`config.mk`:
```
export PLATFORM = sky130hd
export DESIGN_NAME = live_trip_exit_pred
export DESIGN_NICKNAME = d
export VERILOG_FILES = /design/src/rtl/live_trip_exit_pred.sv
export SDC_FILE = /design/constraint.sdc
export NUM_CORES = 1
export LEC_CHECK = 0
export ABC_AREA = 1
export ABC_CLOCK_PERIOD_IN_PS = 4200
export CAP_MARGIN = 0
export CORE_AREA = 3 3 89 82
export DETAILED_ROUTE_END_ITERATION = 10
export DIE_AREA = 0 0 92 85
export SLEW_MARGIN = 30
export SYNTH_ARGS = -nofsm -noshare
export SYNTH_HDL_FRONTEND = slang
export SYNTH_SLANG_ARGS = --single-unit
```
`constraint.sdc`:
```
create_clock -name clk -period 4.2 [get_ports clk]
set_input_delay 0.42 -clock clk [delete_from_list [all_inputs] [get_ports clk]]
set_output_delay 0.42 -clock clk [all_outputs]
set_load 0.02 [all_outputs]
```
`src/rtl/live_trip_exit_pred.sv`:
```
module live_trip_exit_pred #(
  parameter int CW = 16,
  parameter int AW = 4,
  parameter int RW = 4
) (
  input  logic          clk,
  input  logic          rst_n,
  input  logic          load_valid,
  input  logic [CW-1:0] load_count,
  input  logic [AW-1:0] load_age,
  input  logic [RW-1:0] rate,
  input  logic          hist_pred_exit,
  input  logic          flush,
  output logic          pred_exit
);
  localparam int PW = AW + RW;

  logic          armed_q;
  logic [CW-1:0] cnt_q;
  logic [RW-1:0] rate_q;
  logic [PW-1:0] transit;
  logic [CW:0]   comp;
  logic          accept;
  logic          last;

  assign transit   = PW'(load_age) * PW'(rate);
  assign comp      = {1'b0, load_count} - (CW+1)'(transit);
  assign accept    = load_valid && (rate != '0) && !comp[CW] && (comp != '0);
  assign last      = cnt_q <= CW'(rate_q);
  assign pred_exit = armed_q ? last : hist_pred_exit;

  always_ff @(posedge clk) begin
    if (!rst_n) begin
      armed_q <= 1'b0;
      cnt_q   <= '0;
      rate_q  <= '0;
    end else if (flush) begin
      armed_q <= 1'b0;
      cnt_q   <= '0;
    end else if (accept) begin
      armed_q <= 1'b1;
      cnt_q   <= comp[CW-1:0];
      rate_q  <= rate;
    end else if (armed_q) begin
      if (last) begin
        armed_q <= 1'b0;
        cnt_q   <= '0;
      end else begin
        cnt_q <= cnt_q - CW'(rate_q);
      end
    end
  end
endmodule


```
# After elaboration in Yosys (flattened, before gate mapping)
# Index checks and enable logic that the tools add are counted.
op_classes:
  n_addsub: 2
  multipliers: 1
  div: 0
  n_lt_le_gt_ge: 1
  eq_ne: 0
  n_shift: 0
  n_mux: 7
  bitwise: 2
  n_reduce_logical: 9
op_table:
  columns: ["op", "count"]
  rows:
  - ["16-bit 2-to-1 mux", 3]
  - ["17-bit nonzero test", 1]
  - ["16-bit by 8-bit subtractor with 17-bit output", 1]
  - ["16-bit by 4-bit <= comparator with 1-bit output", 1]
  - ["16-bit by 4-bit subtractor with 16-bit output", 1]
  - ["4-bit by 4-bit multiplier with 8-bit output", 1]
  - ["1-bit 2-to-1 mux", 4]
  - ["4-bit nonzero test", 1]
  - ["1-bit logical AND", 3]
  - ["1-bit inverter", 2]
  - ["2-bit AND reduction", 1]
  - ["2-bit nonzero test", 1]
  - ["2-bit OR reduction", 1]
  - ["1-bit logical NOT", 1]
word_totals:
  register_bits: 21
  latchBits: 0
  ramBits: 0
  romBits: 0
  in_bits: 29
  out_inout_bits: 1
  wordCells: 25
  mem_count: 0

# Depth between registers and ports, before layout
# Gate-level depths: netlist (run 1).
depth:
  depth_word: 6
  depth_mapped: 25
  depth_no_buf: 24

# Worst setup path before layout (run 1)
# No wires, ideal clock.
synth_path:
  path_kind: "input port to flip-flop"
  start: "in load_age[0]"
  end: "reg cnt_q[11]"
  setup_time_ns: 0.132
  t_arrival_ns: 3.443
  t_required_ns: 4.068
  setup_slack_ns: 0.625
  cell_stages: 20
  n_path_buf: 1
  path_cell_list: "nand2_1 -> inv_1 -> fa_1 -> ha_1 -> fa_1 -> inv_1 -> ha_1 -> inv_1 -> nand2_1 -> nand3_2 -> nand2_1 -> nand2_1 -> nand2_1 -> xor2_1 -> nor2_2 -> nand3_4 -> clkbuf_1 -> nand3_1 -> nand2_1 -> a21oi_1"
synth_between:
  elab_chain_cells: 6
  word_cells_on_any_way: 8
  classes_between: "add/sub: 1; mul: 1; mux: 1; reduce/logical: 5"
synth_rtl:
  columns: ["item", "line", "source"]
  rows:
  - ["from (decl)", "10", "input logic [AW-1:0] load_age,"]
  - ["4-bit by 4-bit multiplier with 8-bit output (*)", "26", "assign transit = PW'(load_age) * PW'(rate);"]
  - ["16-bit by 8-bit subtractor with 17-bit output (*)", "27", "assign comp = {1'b0, load_count} - (CW+1)'(transit);"]
  - ["branches (longest 4 deep; another with 17-bit nonzero test)", null, null]
  - ["to (signal assigned)", "42", "cnt_q <= comp[CW-1:0];"]
  - ["to (signal assigned)", "49", "cnt_q <= cnt_q - CW'(rate_q);"]
  - ["to (decl)", "19", "logic [CW-1:0] cnt_q;"]
# Mark *: on every way between the ends.
# A chain may end at the register's enable or synchronous reset.

# Worst setup path in the final report (run 1)
layout_path:
  start: "in rate[1]"
  end: "reg cnt_q[8]"
layout_between:
  elab_chain_cells: 6
  word_cells_on_any_way: 10
  classes_between: "add/sub: 1; mul: 1; mux: 1; reduce/logical: 7"
layout_rtl:
  columns: ["item", "line", "source"]
  rows:
  - ["from (decl)", "11", "input logic [RW-1:0] rate,"]
  - ["branches (longest 6 deep; another with 16-bit by 8-bit subtractor with 17-bit output)", null, null]
# Several ways; the timed one is not identified.

==> results.py, run 1 <==
metrics = {
    "outcome": {
        "outcome": "finished clean",
    },
    "critical_path": {
        "max_stage_delay_ns": 0.50,
        "crit_arrival_ns": 4.06,
        "cp.depth": 23,
        "cp-start-kind": "input pin",
        "end_kind": "flip-flop",
        "worstSetupPathType": "in2reg",
        "reg2reg_depth": 15,
        "crit_buf_inv": 5,
        "crit_chain": "clkdlybuf4s50_1 -> nand2_1 -> fa_1 -> inv_1 -> ha_1 -> inv_1 -> fa_1 -> ha_4 -> nand2_1 -> inv_1 -> nand3_2 -> nand2_2 -> nand2_2 -> nand2_1 -> xor2_1 -> nor2_2 -> nand3_4 -> nand2_4 -> buf_12 -> nand2_1 -> nand2_1 -> nor2_1 -> nor2_1",
        "cp_slowest_cell": "clkdlybuf4s50_1",
        "worstPathMaxFanout": 22,
        "crit_top_cell": "nand2_1",
        "path_delay_family": "adder cells",
        "required_ns": 4.35,
    },
    "cells_and_area": {
        "drive_above_1_share_pct": 11.2,
        "mostFrequentLayoutCells": "140 x nand2_1, 94 x inv_1, 52 x nand3_1, 46 x nor2_1",
        "final_util_pct": 54.1,
        "n_antenna_cell": 0,
        "fin_nets": 600,
        "layout_commonest_cell": "nand2_1",
        "areaGrowthSynthToFinish_pct": 23.1,
    },
    "global_routing": {
        "grt_max_degree": 23,
        "track_usage_pct": 17.6,
        "grt_overflow": 0,
        "grt_first_pass_wirelength_um": 11500,
        "antenna_found_initial": 0,
        "grt_pass1_vias": 2585,
    },
    "yosys": {
        "synth_cell_types": 31,
        "synth_seq_cells": 21,
        "synth_top_family_by_area": "simple AND/OR/NAND/NOR gates",
        "synth_xor_area_share_pct": 2.14,
        "synth_warnings": 0,
        "synthCells": 487,
        "synthFlopType": "dfxtp_1",
        "synthAdderAreaFrac_pct": 17.1,
        "ys_async_sr_fraction_pct": 0,
        "synth-edff-count": 0,
        "synth_simple_gate_area_share_pct": 44.3,
        "avgSynthCellArea_um2": 5.87,
        "synth_compound_gate_area_share_pct": 6.65,
        "synthesis.area_mm2": 0.00286,
        "synth_seq_area_share_pct": 14.7,
        "synthMuxAreaShare_pct": 0,
        "syn-num-nets": 549,
    },
    "drt": {
        "drc": 0,
        "firstDrtPassIters": 4,
        "via_per_inst": 4.72,
        "routed_wl_um": 6800,
        "antenna_left": 0,
        "wire_per_inst_um": 10.8,
        "via_count": 2961,
        "first_iter_violations": 135,
    },
    "placed_design": {
        "place_congestion": 0.845,
        "dp_hpwl_um": 5630,
        "port_buffers": 29,
    },
    "clock_network": {
        "cts.sinks": 21,
        "clockRootBuffer": "clkbuf_8",
        "hold_buffers": 0,
        "clockBufferDepth": 2,
        "cts_tree": "yes",
        "clkSlewWorstSetupHoldPaths_ns": 0.09,
        "htree_levels": 1,
        "cts_buffers": 3,
        "clk-insertion-delay-late_ns": 0.27,
    },
    "sta": {
        "tns_ns": 0,
        "finClkSkew_ns": 0.00633,
        "tightest_slew_ns": 0.846,
        "fin_crit_ns": 3.91,
        "fin_crit_sh_pct": 93.1,
        "hold_viol": 0,
        "setup_viol": 0,
        "slew_violations": 0,
        "timing.fmax_mhz": 256,
        "relSlewSlack_pct": 43.1,
    },
    "power_and_ir_drop": {
        "power_density_mw_per_mm2": 282,
        "finalPower_mw": 0.992,
        "p_leak_nw": 1.90,
        "ir_drop_mv": 0.113,
    },
    "die": {
        "die_area_mm2": 0.00782,
        "ios": 30,
        "num_rows": 28,
        "die_w_um": 92,
        "start_util_pct": 43.9,
        "die_y_um": 85,
        "core_mm2": 0.00652,
    },
    "run": {
        "max_cap_violations": 0,
    },
    "worst_hold_path": {
        "hold_depth": 2,
        "hold_path.class": "reg2reg",
    },
}
==> registers in the layout, summed over array words and instances, names as in the netlist <==
| name | count |
|---|---|
| armed_q | 1 |
| cnt_q | 16 |
| rate_q | 4 |
==> where the power goes <==
group,switching [mW],leakage (nW),internal [mW]
clock network,0.0781,0.0255,0.0665
logic,0.352,1.70,0.272
registers,0.0117,0.172,0.213
==> synthesized netlist by cell type (6+ instances only) <==
master    number  area [um^2]
fa_1          10          200
o21ai_0        7         35.0
nand3b_1       9         67.6
nor3_1        10         50.1
ha_1          23          288
nor2_1        49          184
inv_1         95          357
xor2_1         6         52.6
a21oi_1       19         95.1
dfxtp_1       21          420
nand3_1       52          260
nand2_1      145          544
==> per-stage QoR <==
step | cell area, um^2 | instances | setup slack [ns] | hold slack [ns]
final | 3520 | 627 | 0.288 | 0.488
after global routing | 3520 | 627 | -0.00567 | 0.549
after CTS | 3450 | 627 | 0.0809 | 0.491
after detailed placement | 3400 | 623 | -0.178 | 0.479
after global placement | 3400 | 623 | -0.147 | 0.470
after floorplan | 2860 | 487 | 0.625 | 0.461
==> path summary, 6_finish.rpt <==
path / end / from / slack [ns]
min: cnt_q[0] / cnt_q[0] / 0.49
min reg2reg: cnt_q[0] / cnt_q[0] / 0.49
max: cnt_q[8] / rate[1] / 0.29
max reg2reg: cnt_q[8] / cnt_q[0] / 1.80
==> timing repair <==
item / 4_1_cts / 5_1_grt
gates resized for setup: 0 / 17
setup endpoints to repair: 0 / 21
setup buffers: 0 / 0
==> layer usage <==
| metal | track usage [%] | vias up | routed length, um |
|---|---|---|---|
| li1 | - | 1608 | - |
| met1 | 24.6 | 1304 | 3470 |
| met2 | 29.7 | 47 | 3070 |
| met3 | 3.01 | 2 | 241 |
| met4 | 1.62 | 0 | 22 |
| met5 | 0 | - | 0 |
==> worst min-delay path, cell delays in order (launching register included) <==
cell	delay, ns
dfxtp_1	0.32
nand3_1	0.07
a21oi_1	0.06
==> cell families (layout without fill, tap and decap cells) <==
family,Yosys count,in the layout
AO/OA/AOI/OAI,34,34
XOR/XNOR,7,7
adder cells (fa/ha/maj),33,33
buffers and inverters,106,156
flip-flops,21,21
AND/OR/NAND/NOR,286,286
==> cell type report <==
type | instances | area [um^2]
Timing Repair Buffer | 56 | 519
Fill cell | 713 | 2990
Multi-Input combinational cell | 360 | 2060
Tap cell | 90 | 113
Sequential cell | 21 | 420
Clock inverter | 1 | 5.00
Inverter | 96 | 360
Clock buffer | 3 | 41.3
Note: power is estimated with default switching activity, not from simulation.
==> inputs of run 2 (changes only) <==
Settings changed: SKIP_CTS_REPAIR_TIMING set to 1.
==> results of run 2 <==
Same layout as run 1: the final DEF is identical, and so are final timing and power.
==> inputs of run 3 (changes only) <==
Settings changed: GPL_ROUTABILITY_DRIVEN set to 0.
==> results of run 3 <==
Same layout as run 1: the final DEF is identical, and so are final timing and power.
